==> src/rtl/opf_pkg.sv <==
package opf_pkg;

  localparam int CODE_W    = 4;
  localparam int MAX_WORDS = 5;
  localparam int WORD_W    = $clog2(MAX_WORDS);

  typedef enum logic [CODE_W-1:0] {
    K_END      = 4'd0,
    K_REG_A    = 4'd1,
    K_REG_DINT = 4'd2,
    K_REG_FP   = 4'd3,
    K_INL_CON  = 4'd4,
    K_INL_VAR  = 4'd5,
    K_PTR_ADR  = 4'd6,
    K_PTR_W1   = 4'd7,
    K_PTR_DINT = 4'd8,
    K_PTR_F2   = 4'd9,
    K_PTR_F3   = 4'd10,
    K_PTR_F4   = 4'd11,
    K_PTR_F5   = 4'd12
  } opf_code_e;

  typedef struct packed {
    logic              ends;
    logic              from_regs;
    logic              is_inline;
    logic              reads_inline_value;
    logic              gives_addr;
    logic              gives_pc;
    logic [WORD_W-1:0] n_words;
  } opf_dec_t;

  typedef enum logic [2:0] {
    S_IDLE,
    S_DISP,
    S_REG,
    S_WINL,
    S_WPTR,
    S_WDAT,
    S_NEXT
  } opf_state_e;

endpackage

==> src/rtl/opf_decode.sv <==
module opf_decode
  import opf_pkg::*;
(
  input  logic [CODE_W-1:0] code,
  output opf_dec_t          dec
);

  always_comb begin
    dec = '0;
    case (code)
      K_REG_A: begin
        dec.from_regs = 1'b1;
        dec.n_words   = WORD_W'(1);
      end
      K_REG_DINT, K_REG_FP: begin
        dec.from_regs = 1'b1;
        dec.n_words   = WORD_W'(2);
      end
      K_INL_CON: begin
        dec.is_inline          = 1'b1;
        dec.reads_inline_value = 1'b1;
        dec.n_words            = WORD_W'(1);
      end
      K_INL_VAR: begin
        dec.is_inline = 1'b1;
        dec.gives_pc  = 1'b1;
        dec.n_words   = WORD_W'(1);
      end
      K_PTR_ADR: begin
        dec.is_inline  = 1'b1;
        dec.gives_addr = 1'b1;
        dec.n_words    = WORD_W'(1);
      end
      K_PTR_W1: begin
        dec.is_inline = 1'b1;
        dec.n_words   = WORD_W'(1);
      end
      K_PTR_DINT, K_PTR_F2: begin
        dec.is_inline = 1'b1;
        dec.n_words   = WORD_W'(2);
      end
      K_PTR_F3: begin
        dec.is_inline = 1'b1;
        dec.n_words   = WORD_W'(3);
      end
      K_PTR_F4: begin
        dec.is_inline = 1'b1;
        dec.n_words   = WORD_W'(4);
      end
      K_PTR_F5: begin
        dec.is_inline = 1'b1;
        dec.n_words   = WORD_W'(5);
      end
      default: dec.ends = 1'b1;
    endcase
  end

endmodule

==> src/rtl/opf_mem_if.sv <==
module opf_mem_if #(
  parameter int ADDR_W = 15
) (
  input  logic              clk,
  input  logic              rst,
  input  logic              issue,
  input  logic [ADDR_W-1:0] issue_addr,
  input  logic              mem_req_ready,
  input  logic              mem_rsp_valid,
  output logic              mem_req_valid,
  output logic [ADDR_W-1:0] mem_req_addr
);

  logic outstanding_q;

  always_ff @(posedge clk) begin
    if (rst) begin
      mem_req_valid <= 1'b0;
      mem_req_addr  <= '0;
      outstanding_q <= 1'b0;
    end else begin
      if (issue) begin
        mem_req_valid <= 1'b1;
        mem_req_addr  <= issue_addr;
      end else if (mem_req_valid && mem_req_ready) begin
        mem_req_valid <= 1'b0;
      end
      if (mem_req_valid && mem_req_ready)
        outstanding_q <= 1'b1;
      else if (mem_rsp_valid)
        outstanding_q <= 1'b0;
    end
  end


  one_outstanding_chk: assert property (@(posedge clk) disable iff (rst)
    issue |-> (!mem_req_valid && (!outstanding_q || mem_rsp_valid)));


  req_hold_chk: assert property (@(posedge clk) disable iff (rst)
    (mem_req_valid && !mem_req_ready) |=> (mem_req_valid && $stable(mem_req_addr)));

endmodule

==> src/rtl/operand_fetch_seq.sv <==
module operand_fetch_seq
  import opf_pkg::*;
#(
  parameter int DATA_W    = 16,
  parameter int N_FIELDS  = 4,
  parameter int IND_LIMIT = 3
) (
  input  logic                         clk,
  input  logic                         rst,
  input  logic                         start,
  input  logic [N_FIELDS*CODE_W-1:0]   pattern,
  input  logic [DATA_W-1:0]            reg_a,
  input  logic [DATA_W-1:0]            reg_b,
  input  logic [DATA_W-2:0]            pc_in,
  input  logic                         irq_pending,
  output logic                         mem_req_valid,
  output logic [DATA_W-2:0]            mem_req_addr,
  input  logic                         mem_req_ready,
  input  logic                         mem_rsp_valid,
  input  logic [DATA_W-1:0]            mem_rsp_data,
  output logic                         op_wr_en,
  output logic [$clog2(N_FIELDS)-1:0]  op_wr_slot,
  output logic [WORD_W-1:0]            op_wr_word,
  output logic [DATA_W-1:0]            op_wr_data,
  output logic [DATA_W-2:0]            pc_out,
  output logic                         done,
  output logic                         abort
);

  localparam int ADDR_W = DATA_W - 1;
  localparam int PAT_W  = N_FIELDS * CODE_W;
  localparam int SLOT_W = $clog2(N_FIELDS);
  localparam int FIDX_W = $clog2(N_FIELDS + 1);
  localparam int LVL_W  = $clog2(IND_LIMIT + 1);

  opf_state_e        state_q;
  logic [PAT_W-1:0]  pat_q;
  logic [DATA_W-1:0] a_q, b_q;
  logic [ADDR_W-1:0] pc_q, ma_q;
  logic [FIDX_W-1:0] fidx_q;
  logic [WORD_W-1:0] wcnt_q;
  logic [LVL_W-1:0]  lvl_q;
  logic              issue_q;
  logic [ADDR_W-1:0] issue_addr_q;
  opf_dec_t          dec;

  opf_decode u_dec (
    .code (pat_q[CODE_W-1:0]),
    .dec  (dec)
  );

  opf_mem_if #(.ADDR_W(ADDR_W)) u_mem (
    .clk           (clk),
    .rst           (rst),
    .issue         (issue_q),
    .issue_addr    (issue_addr_q),
    .mem_req_ready (mem_req_ready),
    .mem_rsp_valid (mem_rsp_valid),
    .mem_req_valid (mem_req_valid),
    .mem_req_addr  (mem_req_addr)
  );

  logic              fields_spent, last_word, rsp_ind, too_deep;
  logic [ADDR_W-1:0] rsp_addr;
  logic [SLOT_W-1:0] slot;

  assign fields_spent = (fidx_q == FIDX_W'(N_FIELDS));
  assign last_word    = (wcnt_q == dec.n_words - WORD_W'(1));
  assign rsp_ind      = mem_rsp_data[DATA_W-1];
  assign rsp_addr     = mem_rsp_data[ADDR_W-1:0];
  assign too_deep     = (lvl_q == LVL_W'(IND_LIMIT)) && irq_pending;
  assign slot         = fidx_q[SLOT_W-1:0];
  assign pc_out       = pc_q;

  always_ff @(posedge clk) begin
    if (rst) begin
      state_q      <= S_IDLE;
      pat_q        <= '0;
      a_q          <= '0;
      b_q          <= '0;
      pc_q         <= '0;
      ma_q         <= '0;
      fidx_q       <= '0;
      wcnt_q       <= '0;
      lvl_q        <= '0;
      issue_q      <= 1'b0;
      issue_addr_q <= '0;
      op_wr_en     <= 1'b0;
      op_wr_slot   <= '0;
      op_wr_word   <= '0;
      op_wr_data   <= '0;
      done         <= 1'b0;
      abort        <= 1'b0;
    end else begin
      issue_q  <= 1'b0;
      op_wr_en <= 1'b0;
      done     <= 1'b0;
      abort    <= 1'b0;
      case (state_q)
        S_IDLE: begin
          if (start) begin
            pat_q   <= pattern;
            a_q     <= reg_a;
            b_q     <= reg_b;
            pc_q    <= pc_in;
            fidx_q  <= '0;
            state_q <= S_DISP;
          end
        end
        S_DISP: begin
          wcnt_q <= '0;
          lvl_q  <= '0;
          if (fields_spent || dec.ends) begin
            done    <= 1'b1;
            state_q <= S_IDLE;
          end else if (dec.from_regs) begin
            state_q <= S_REG;
          end else if (dec.gives_pc) begin
            op_wr_en   <= 1'b1;
            op_wr_slot <= slot;
            op_wr_word <= '0;
            op_wr_data <= DATA_W'(pc_q);
            state_q    <= S_NEXT;
          end else begin
            issue_q      <= 1'b1;
            issue_addr_q <= pc_q;
            state_q      <= S_WINL;
          end
        end
        S_REG: begin
          op_wr_en   <= 1'b1;
          op_wr_slot <= slot;
          op_wr_word <= wcnt_q;
          op_wr_data <= (wcnt_q == '0) ? a_q : b_q;
          if (last_word) state_q <= S_NEXT;
          else           wcnt_q  <= wcnt_q + WORD_W'(1);
        end
        S_WINL, S_WPTR: begin
          if (mem_rsp_valid) begin
            if (state_q == S_WINL && dec.reads_inline_value) begin
              op_wr_en   <= 1'b1;
              op_wr_slot <= slot;
              op_wr_word <= '0;
              op_wr_data <= mem_rsp_data;
              state_q    <= S_NEXT;
            end else if (rsp_ind) begin
              if (too_deep) begin
                abort   <= 1'b1;
                state_q <= S_IDLE;
              end else begin
                lvl_q        <= lvl_q + LVL_W'(1);
                issue_q      <= 1'b1;
                issue_addr_q <= rsp_addr;
                state_q      <= S_WPTR;
              end
            end else if (dec.gives_addr) begin
              op_wr_en   <= 1'b1;
              op_wr_slot <= slot;
              op_wr_word <= '0;
              op_wr_data <= DATA_W'(rsp_addr);
              state_q    <= S_NEXT;
            end else begin
              ma_q         <= rsp_addr;
              issue_q      <= 1'b1;
              issue_addr_q <= rsp_addr;
              state_q      <= S_WDAT;
            end
          end
        end
        S_WDAT: begin
          if (mem_rsp_valid) begin
            op_wr_en   <= 1'b1;
            op_wr_slot <= slot;
            op_wr_word <= wcnt_q;
            op_wr_data <= mem_rsp_data;
            if (last_word) begin
              state_q <= S_NEXT;
            end else begin
              wcnt_q       <= wcnt_q + WORD_W'(1);
              ma_q         <= ma_q + ADDR_W'(1);
              issue_q      <= 1'b1;
              issue_addr_q <= ma_q + ADDR_W'(1);
            end
          end
        end
        S_NEXT: begin
          pat_q  <= pat_q >> CODE_W;
          fidx_q <= fidx_q + FIDX_W'(1);
          if (dec.is_inline) pc_q <= pc_q + ADDR_W'(1);
          state_q <= S_DISP;
        end
        default: state_q <= S_IDLE;
      endcase
    end
  end


  end_excl_chk: assert property (@(posedge clk) disable iff (rst)
    !(done && abort));


  pc_step_chk: assert property (@(posedge clk) disable iff (rst)
    ($past(state_q) != S_IDLE && !$stable(pc_q)) |-> (pc_q == $past(pc_q) + ADDR_W'(1)));


  abort_irq_chk: assert property (@(posedge clk) disable iff (rst)
    abort |-> $past(irq_pending));


  end_quiet_chk: assert property (@(posedge clk) disable iff (rst)
    (done || abort) |-> (!mem_req_valid && !op_wr_en));

endmodule

==> config.mk <==
export PLATFORM = sky130hd
export DESIGN_NAME = operand_fetch_seq
export DESIGN_NICKNAME = d
export VERILOG_FILES = /design/src/rtl/opf_pkg.sv /design/src/rtl/opf_decode.sv /design/src/rtl/opf_mem_if.sv /design/src/rtl/operand_fetch_seq.sv
export SDC_FILE = /design/constraint.sdc
export NUM_CORES = 1
export LEC_CHECK = 0
export BUFFER_PORTS_ARGS = -buffer_cell sky130_fd_sc_hd__buf_2
export CAP_MARGIN = 10
export CORE_ASPECT_RATIO = 0.5
export CORE_MARGIN = 3
export CORE_UTILIZATION = 35
export DETAILED_ROUTE_END_ITERATION = 8
export HOLD_SLACK_MARGIN = 0.15
export PLACE_DENSITY = 0.51
export SETUP_SLACK_MARGIN = 0.4
export SYNTH_ARGS = -nofsm -noshare
export SYNTH_HDL_FRONTEND = slang
export SYNTH_SLANG_ARGS = --single-unit
==> constraint.sdc <==
create_clock -name clk -period 4.6 [get_ports clk]
set_clock_uncertainty 0.05 [all_clocks]
set_input_delay 0.92 -clock clk [delete_from_list [all_inputs] [get_ports clk]]
set_output_delay 0.92 -clock clk [all_outputs]
set_load 0.005 [all_outputs]
==> results of run 1 <==
-- cell type report --
class                   count  area, um2  share of cell area
clock buffers              19        443              0.0472
clock inverters            13        138              0.0147
inverters                  13       48.8             0.00520
multi-input cells         781       4640               0.495
flip-flops and latches    145       2900               0.310
well taps                 300        375              0.0400
repair buffers            156        826              0.0881
-- power by group through the flow --
stage	clock [uW]	combinational, uW	sequential (uW)
after CTS	1410	2030	1790
after global routing	1450	2260	1830
after global placement	0	2000	1810
after floorplan	0	1590	1660
final	1370	2030	1790
after detailed placement	0	2020	1820
-- through the flow --
step / setup slack [ps] / utilization
2_1_floorplan: 1920 / -
3_3_place_gp: 1480 / 0.400
3_5_place_dp: 1430 / 0.400
4_1_cts: 1430 / 0.426
5_1_grt: 1090 / 0.426
6_report: 1420 / 0.426
-- layer usage --
layer / up-vias / GRT usage / part of all wire
li1: 3822 / - / -
met2: 172 / 0.269 / 0.39
met4: 0 / 0.0397 / 0.010
met5: - / 0 / 0
met1: 3566 / 0.331 / 0.55
met3: 19 / 0.0492 / 0.054
-- flip-flops by register name (all words and copies together) (netlist names), 2 cells and up --
signal,count
a_q,16
b_q,16
op_wr_data,16
pat_q,16
issue_addr_q,15
ma_q,15
pc_out,15
u_mem.mem_req_addr,15
fidx_q,3
op_wr_word,3
state_q,3
wcnt_q,3
lvl_q,2
op_wr_slot,2
-- cells by family (layout without fill, tap and decap cells) --
| family | Yosys count | after routing |
|---|---|---|
| buffers and inverters | 105 | 201 |
| AO/OA/AOI/OAI | 283 | 283 |
| multiplexers | 81 | 81 |
| flip-flops | 145 | 145 |
| XOR/XNOR | 18 | 18 |
| AND/OR/NAND/NOR | 391 | 391 |
| adder cells (fa/ha/maj) | 8 | 8 |
-- cell usage in the layout (no fill, tap or decap), types with 5 or more instances in the layout --
cell type / Yosys / routed
a211oi_2: 5 / 5
dfxtp_1: 145 / 144
ha_1: 8 / 8
nor3_1: 20 / 18
xnor2_1: 7 / 7
nor3b_1: 8 / 8
mux2i_1: 74 / 74
inv_1: 11 / 11
and3_1: 7 / 7
a211oi_1: 8 / 8
or2_2: 5 / 5
nand3_1: 35 / 35
o32ai_1: 7 / 7
o21ai_0: 49 / 49
a21oi_1: 119 / 119
nor2_1: 103 / 103
clkbuf_16: 0 / 17
xor2_1: 10 / 10
a22oi_1: 19 / 19
o22ai_1: 18 / 18
a31oi_1: 5 / 5
buf_4: 2 / 18
nand4_1: 7 / 7
nand2_1: 167 / 167
mux2_2: 6 / 6
o211ai_1: 9 / 9
buf_2: 11 / 138
nand2b_1: 16 / 16
a31o_2: 6 / 6
-- worst min path at each step --
stage	start	to	cells after the start
3_5_place_dp	pat_q[10]$_SDFFE_PP0P_	pat_q[10]$_SDFFE_PP0P_	2
3_3_place_gp	a_q[13]$_SDFFE_PP0P_	a_q[13]$_SDFFE_PP0P_	2
5_1_grt	pat_q[5]$_SDFFE_PP0P_	pat_q[5]$_SDFFE_PP0P_	2
2_1_floorplan	issue_addr_q[2]$_SDFFE_PP0P_	issue_addr_q[2]$_SDFFE_PP0P_	2
6_report	a_q[9]$_SDFFE_PP0P_	a_q[9]$_SDFFE_PP0P_	2
4_1_cts	pat_q[10]$_SDFFE_PP0P_	pat_q[10]$_SDFFE_PP0P_	2
-- worst min-delay path, stage by stage (launching register included) --
cell,delay (ps)
dfxtp_1,310
nand2_1,50
a21oi_1,50
==> impl_metrics.toml, run 1 <==
[outcome]
status = "completed"

[clocking]
htreeDepth = 4
clk_pin_slew_worst_paths_ps = 60
tritoncts = "done"
cts_setup_buffers = 0
cts.sinks = 145
postCtsHoldBufs = 0
clock-root-buffer = "clkbuf_16"
clk_latency_ps = 430
cts-buffers-inserted = 17
clk_path_buf_depth = 2
cts-resized-gates = 0

[die]
core.rowCount = 38
core-area_mm2 = 0.0220
initial_core_util = 0.361
fp.dieH_um = 113
die_w_um = 219
dieArea_mm2 = 0.0247
num_io_pins = 140

[setup_path]
path_cells = "nor4bb_1 > nor4_4 > ha_1 > xor2_1 > nand2b_1 > mux2i_2 > a21oi_2 > o21ai_1 > buf_4 > a2111oi_0 > a31o_2"
r2r_cells = 11
crit_fanout = 30
crit_slowest_cell = "dfxtp_1"
reg2reg_to = "ma_q[10]$_SDFFE_PP0P_"
required_ps = 4870
path_buf_inv = 1
worstPathArrival_ps = 3450
r2r-start = "pat_q[1]$_SDFFE_PP0P_"
cp.depth = 11
worstSetupEndpoint = "ma_q[10]$_SDFFE_PP0P_"
max_stage_delay_ps = 600
cp-startpoint = "pat_q[1]$_SDFFE_PP0P_"
path_class = "reg -> reg"
critPathCaptureType = "flip-flop"
start_kind = "flip-flop"
reg2reg_slack_ps = 1420
critical_path.top_delay_family = "simple AND/OR/NAND/NOR gates"

[final_layout]
antenna_cells = 0
drive_above_1_share = 0.197
fin_nets = 1207
design_area_mm2 = 0.00938
synthToLayoutAreaGrowth_pct = 17.8
final_cells = 1427
fillers = 2275

[logic_synthesis]
ys_seq_area_frac = 0.365
yosysMostFrequentCell = "nand2_1"
synth-xor-area-share = 0.0208
synth_top_family_by_area = "compound AO/OA/AOI/OAI gates"
synth-seq-cells = 145
synth_commonest_cells = "167 x nand2_1, 145 x dfxtp_1, 119 x a21oi_1, 103 x nor2_1, 74 x mux2i_1"
synth_fa_ha_area_frac = 0.0126
ys_warn_count = 0
ys.flop_type = "dfxtp_1"
ys_top_cells_by_area = "dfxtp_1 36%, mux2i_1 9.3%, nand2_1 7.9%"
syn_inst = 1031
synthMuxAreaShare = 0.103
syn_area_per_cell_um2 = 7.72
synth_compound_area_frac = 0.222
syn-num-nets = 1124
synth_top_area_cell = "dfxtp_1"
synth.distinct_cells = 67
syn_area_mm2 = 0.00796
async_flop_share = 0
synthSimpleGateAreaFrac = 0.222
synth_top_area_share = 0.365
synth_edf_count = 0

[power]
vdd_ir_drop_max_mv = 0.259
clkPwrFrac = 0.263
power_switching_uw = 2090
power_frac_seq = 0.345
p_comb_frac = 0.392
total_power_uw = 5190
internal_power_uw = 3110
power_leakage_uw = 0.00385
cellPowerDensity_mw_per_mm2 = 554
p_sw_frac = 0.402

[placement]
dpl.hpwl_mm = 17.8
placed_area_mm2 = 0.00880
place_inst = 1395
io_buffers = 139
place.gp.congestion = 0.905

[route]
vias = 7579
dr.pass1.iters = 5
vias_per_cell = 5.31
wl_per_cell_um = 17.7
drt_iter0_drc = 700
final_antenna_net_count = 0
post-route-drc-count = 0
routed_wl_mm = 25.2

[sta]
slew_headroom = 0.339
rsz0062_at_grt = "false"
max_freq_mhz = 314
worstMarginPinSlew_ps = 987
fin_tns_setup_ps = 0
fin_crit_sh = 0.691
setup_viol = 0
whs_ps = 402
final-hold-violation-count = 0
layout_min_cycle_time_ps = 3180
drv_slew = 0

[hold_path]
min_path_type = "reg -> reg"

[global_routing]
grt_overflow = 0
grt_usage = 0.205
grt_pass1_vias = 6866
grt_pass1_wl_mm = 39.5
antenna_found_initial = 0
grt_max_degree = 76

[flow_run]
maxCapViolations = 0
Note: power is estimated with default switching activity, not from simulation.
==> run 2: changes to the inputs <==
Clock period 4.6 ns to 3 ns, I/O delays scaled along.
==> run 2 against run 1 <==
Against the previous run: sequential share of layout area down 1.7 points; core utilization up 2.6 points; clock-buffer cell count up 4; sequential power up 50%; design area up 6.0%; global-route usage up 1.4 points; maximum frequency up 17%; via count up 3.8%; routed wire length up 7.5%; clock power up 51%; critical path depth up 2; critical path type unchanged; largest cell class unchanged; largest power group unchanged.
==> impl_metrics.toml, run 2 (synthesis gave the netlist of run 1 again) <==
[outcome]
status = "completed"

[setup_path]
reg2reg_to = "ma_q[10]$_SDFFE_PP0P_"
critPathCaptureType = "flip-flop"
start_kind = "flip-flop"
required_ps = 3340
max_stage_delay_ps = 360
path_class = "reg -> reg"
worstSetupEndpoint = "ma_q[10]$_SDFFE_PP0P_"
worstPathArrival_ps = 3060
crit_slowest_cell = "a2111oi_1"
crit_fanout = 15
r2r-start = "pat_q[2]$_SDFFE_PP0P_"
reg2reg_slack_ps = 280
r2r_cells = 13
path_cells = "buf_6 > nor2b_4 > nor4_4 > ha_1 > xor2_1 > nand2b_1 > mux2i_4 > buf_4 > a21oi_4 > o21ai_4 > buf_12 > a2111oi_1 > a31o_2"
cp-startpoint = "pat_q[2]$_SDFFE_PP0P_"

[global_routing]
grt_max_degree = 72
grt_overflow = 0
grt_pass1_wl_mm = 42.3
antenna_found_initial = 0
grt_usage = 0.219
grt_pass1_vias = 7354

[clocking]
clk_path_buf_depth = 2
tritoncts = "done"
clock-root-buffer = "clkbuf_16"
clk_pin_slew_worst_paths_ps = 70
cts-buffers-inserted = 17
htreeDepth = 4
cts.sinks = 145
postCtsHoldBufs = 0
clk_latency_ps = 440

[sta]
setup_viol = 0
final-hold-violation-count = 0
layout_min_cycle_time_ps = 2720
max_freq_mhz = 367
drv_slew = 0
rsz0062_at_grt = "true"
worstMarginPinSlew_ps = 900
slew_headroom = 0.398
fin_tns_setup_ps = 0
fin_crit_sh = 0.908

[final_layout]
fin_nets = 1247
mostFrequentLayoutCells = "166 x nand2_1, 140 x dfxtp_1, 138 x buf_2"
layout_commonest_cell = "nand2_1"
drive_above_1_share = 0.239
synthToLayoutAreaGrowth_pct = 24.9
antenna_cells = 0

[die]
dieArea_mm2 = 0.0247
die_w_um = 219
core-area_mm2 = 0.0220
initial_core_util = 0.361
core.rowCount = 38
fp.dieH_um = 113
num_io_pins = 140

[route]
final_antenna_net_count = 0
post-route-drc-count = 0
routed_wl_mm = 27.1
drt_iter0_drc = 606
wl_per_cell_um = 18.5
dr.pass1.iters = 5
vias_per_cell = 5.36
vias = 7866

[power]
cellPowerDensity_mw_per_mm2 = 881
vdd_ir_drop_max_mv = 0.366
total_power_uw = 8750
power_leakage_uw = 0.00412

[flow_run]
maxCapViolations = 0

[hold_path]
min_path_type = "in -> reg"

[placement]
dpl.hpwl_mm = 19.0
io_buffers = 139
place.gp.congestion = 0.925
run 2: what timing repair did:
| item | CTS | global route |
|---|---|---|
| setup endpoints to repair | 36 | 40 |
| gates cloned | 2 | 2 |
| gates resized for setup | 23 | 13 |
| setup buffers | 10 | 1 |
| pin swaps | 7 | 7 |
run 2: critical path: cells and delay by family (launching register included):
family / cells / cell delay [ps]
AOI/OAI and AO/OA: 4 / 770
and+or+nand+nor: 3 / 550
buffers and inverters: 3 / 430
DFF: 1 / 320
adders and majority gates: 1 / 290
xor gates and xnor gates: 1 / 160
muxes: 1 / 100
run 2: final cells by class:
class | instances | area (um2)
inverters | 13 | 48.8
clock buffers | 23 | 478
clock inverters | 9 | 82.6
fillers | 2245 | 12100
well taps | 300 | 375
multi-input cells | 781 | 4760
repair buffers | 196 | 1280
flip-flops and latches | 145 | 2910
run 2: report_power, final:
part | internal (uW) | total, uW | leakage [uW] | switching [uW]
Sequential | 2310 | 2690 | 0.00118 | 384
Clock | 1200 | 2070 | 0.000273 | 863
Combinational | 1740 | 3990 | 0.00267 | 2260
run 2: worst min-delay path by stage:
stage	start	endpoint	slack, ps	cells past startpoint
floorplan	issue_addr_q[2]$_SDFFE_PP0P_	issue_addr_q[2]$_SDFFE_PP0P_	390	2
global placement	b_q[3]$_SDFFE_PP0P_	b_q[3]$_SDFFE_PP0P_	390	2
detailed placement	b_q[8]$_SDFFE_PP0P_	b_q[8]$_SDFFE_PP0P_	400	2
CTS	reg_b[6]	b_q[6]$_SDFFE_PP0P_	330	3
global route	reg_a[4]	a_q[4]$_SDFFE_PP0P_	360	3
finish	reg_b[6]	b_q[6]$_SDFFE_PP0P_	350	3
run 2: metal layers:
layer	up-vias	share of wire	track usage
met5	-	0	0
met4	0	0.016	0.0591
met3	26	0.063	0.0479
met2	225	0.39	0.296
met1	3722	0.53	0.344
li1	3893	-	-
run 2: per-stage QoR:
step	std cells	cell area [um2]	utilization	setup slack, ps	hold WS (ps)
floorplan	1031	7970	-	405	386
global placement	1420	9050	0.411	159	392
detailed placement	1420	9050	0.411	71.7	396
CTS	1464	9810	0.446	315	333
global route	1467	9940	0.451	142	357
finish	1467	9940	0.451	276	351
==> run 3: changes to the inputs <==
Settings changed: CTS_CLUSTER_DIAMETER set to 50.
Clock period 3 ns to 2.9 ns, I/O delays scaled along.
==> run 3 against run 2 <==
Against the previous run: non-clock buffer count did not move; power rose by 4.7%; worst hold slack got worse by 19 ps; via count rose by 1.2%; clock power rose by 9%; core utilization rose by 0.37 points; worst setup slack got worse by 110 ps; die area did not move; sequential power rose by 4%; final cell count did not move; critical endpoint is now issue_addr_q[1]$_SDFFE_PP0P_.
==> impl_metrics.toml, run 3 (synthesis gave the netlist of run 1 again) <==
[clocking]
tritoncts = "done"
clk_latency_ps = 430
clk_pin_slew_worst_paths_ps = 60
htreeDepth = 4
cts.sinks = 145
clk_path_buf_depth = 2
clock-root-buffer = "clkbuf_16"
cts-buffers-inserted = 17

[setup_path]
critical_path.top_delay_family = "simple AND/OR/NAND/NOR gates"
reg2reg_slack_ps = 170
reg2reg_to = "issue_addr_q[1]$_SDFFE_PP0P_"
crit_fanout = 7
max_stage_delay_ps = 370
path_cells = "nor3b_4 > nor4_4 > ha_1 > xor2_1 > nand2b_1 > mux2i_4 > buf_6 > a311oi_4 > buf_6 > buf_12 > mux2i_2 > nor2_1"
required_ps = 3130
path_class = "reg -> reg"
path_buf_inv = 3
worstPathArrival_ps = 2970
r2r-start = "pat_q[2]$_SDFFE_PP0P_"
cp_common_cell = "buf_6"
start_kind = "flip-flop"
crit_slowest_cell = "dfxtp_4"
critPathCaptureType = "flip-flop"
r2r_cells = 12

[route]
wl_per_cell_um = 18.5
vias = 7960
post-route-drc-count = 0
dr.pass1.iters = 5
drt_iter0_drc = 726
vias_per_cell = 5.43
routed_wl_mm = 27.2
final_antenna_net_count = 0

[power]
cellPowerDensity_mw_per_mm2 = 914
vdd_ir_drop_max_mv = 0.392
power_leakage_uw = 0.00413

[sta]
final-hold-violation-count = 0
setup_viol = 0
layout_min_cycle_time_ps = 2730
worstMarginPinSlew_ps = 906
max_freq_mhz = 366
whs_ps = 332
setup_ws_ps = 166
rsz0062_at_grt = "true"
slew_headroom = 0.395
fin_tns_setup_ps = 0
drv_slew = 0
fin_crit_sh = 0.943

[hold_path]
hold_depth = 3
hold_end = "b_q[5]$_SDFFE_PP0P_"
min_path_type = "in -> reg"
hold_start = "reg_b[5]"

[global_routing]
grt_usage = 0.217
grt_pass1_vias = 7337
grt_max_degree = 138
antenna_found_initial = 0
grt_pass1_wl_mm = 41.8
grt_overflow = 0

[final_layout]
final_cells = 1467
antenna_cells = 0
mostFrequentLayoutCells = "167 x nand2_1, 140 x dfxtp_1, 138 x buf_2"
layout_commonest_cell = "nand2_1"
synthToLayoutAreaGrowth_pct = 25.9
drive_above_1_share = 0.243
fin_nets = 1247

[die]
num_io_pins = 140
core-area_mm2 = 0.0220
fp.dieH_um = 113
core.rowCount = 38
initial_core_util = 0.361
die_w_um = 219
dieArea_mm2 = 0.0247

[outcome]
status = "completed"

[placement]
dpl.hpwl_mm = 18.8
place.gp.congestion = 0.906
io_buffers = 139
pre_cts_ws_ps = 89.4
place_inst = 1419

[flow_run]
maxCapViolations = 0
[run 3: area by class of cell]
type,instances,area (um2)
Timing Repair Buffer,196,1290
Multi-Input combinational cell,781,4800
Inverter,13,48.8
Sequential cell,145,2910
Fill cell,2283,12000
Clock buffer,21,480
Tap cell,300,375
Clock inverter,11,115
[run 3: worst max-delay path by stage]
stage               slack, ps                  start                             to  depth (start not counted)
global route               50  pat_q[2]$_SDFFE_PP0P_   issue_addr_q[1]$_SDFFE_PP0P_                         12
floorplan                 370  pat_q[1]$_SDFFE_PP0P_  issue_addr_q[12]$_SDFFE_PP0P_                         10
finish                    170  pat_q[2]$_SDFFE_PP0P_   issue_addr_q[1]$_SDFFE_PP0P_                         12
detailed placement         90  pat_q[1]$_SDFFE_PP0P_        state_q[0]$_SDFFE_PP0P_                         11
CTS                       300  pat_q[0]$_SDFFE_PP0P_        state_q[0]$_SDFFE_PP0P_                         12
global placement          120  pat_q[1]$_SDFFE_PP0P_        state_q[0]$_SDFFE_PP0P_                         11
[run 3: power breakdown]
group	switching (uW)	total [uW]	internal [uW]
logic	2340	4100	1770
clock network	965	2260	1290
registers	406	2800	2390
total	3710	9160	5450
[run 3: stage by stage]
step | cell area, um2 | power [uW] | utilization
after CTS | 9790 | 8830 | 0.445
after floorplan | 7990 | 5180 | -
after global placement | 9060 | 6290 | 0.412
after global routing | 10000 | 9720 | 0.455
final | 10000 | 9160 | 0.455
after detailed placement | 9060 | 6340 | 0.412
[run 3: what timing repair did]
item,4_1_cts,5_1_grt
setup endpoints to repair,38,65
setup buffers,5,7
gates resized for setup,18,21
endpoints found under the hold margin,0,0
pin swaps,7,6
hold buffers,0,0
cloned,1,3
[run 3: metal layers]
layer,track usage,vias up,share of wire
met4,0.0375,0,0.0080
met1,0.344,3796,0.51
met2,0.300,244,0.41
met5,0,-,0
li1,-,3902,-
met3,0.0452,18,0.064
[run 3: worst reg2reg max path: stages (launching register included)]
cell,delay (ps)
dfxtp_4,370
nor3b_4,160
nor4_4,290
ha_1,200
xor2_1,200
nand2b_1,180
mux2i_4,100
buf_6,160
a311oi_4,300
buf_6,170
buf_12,130
mux2i_2,210
nor2_1,60
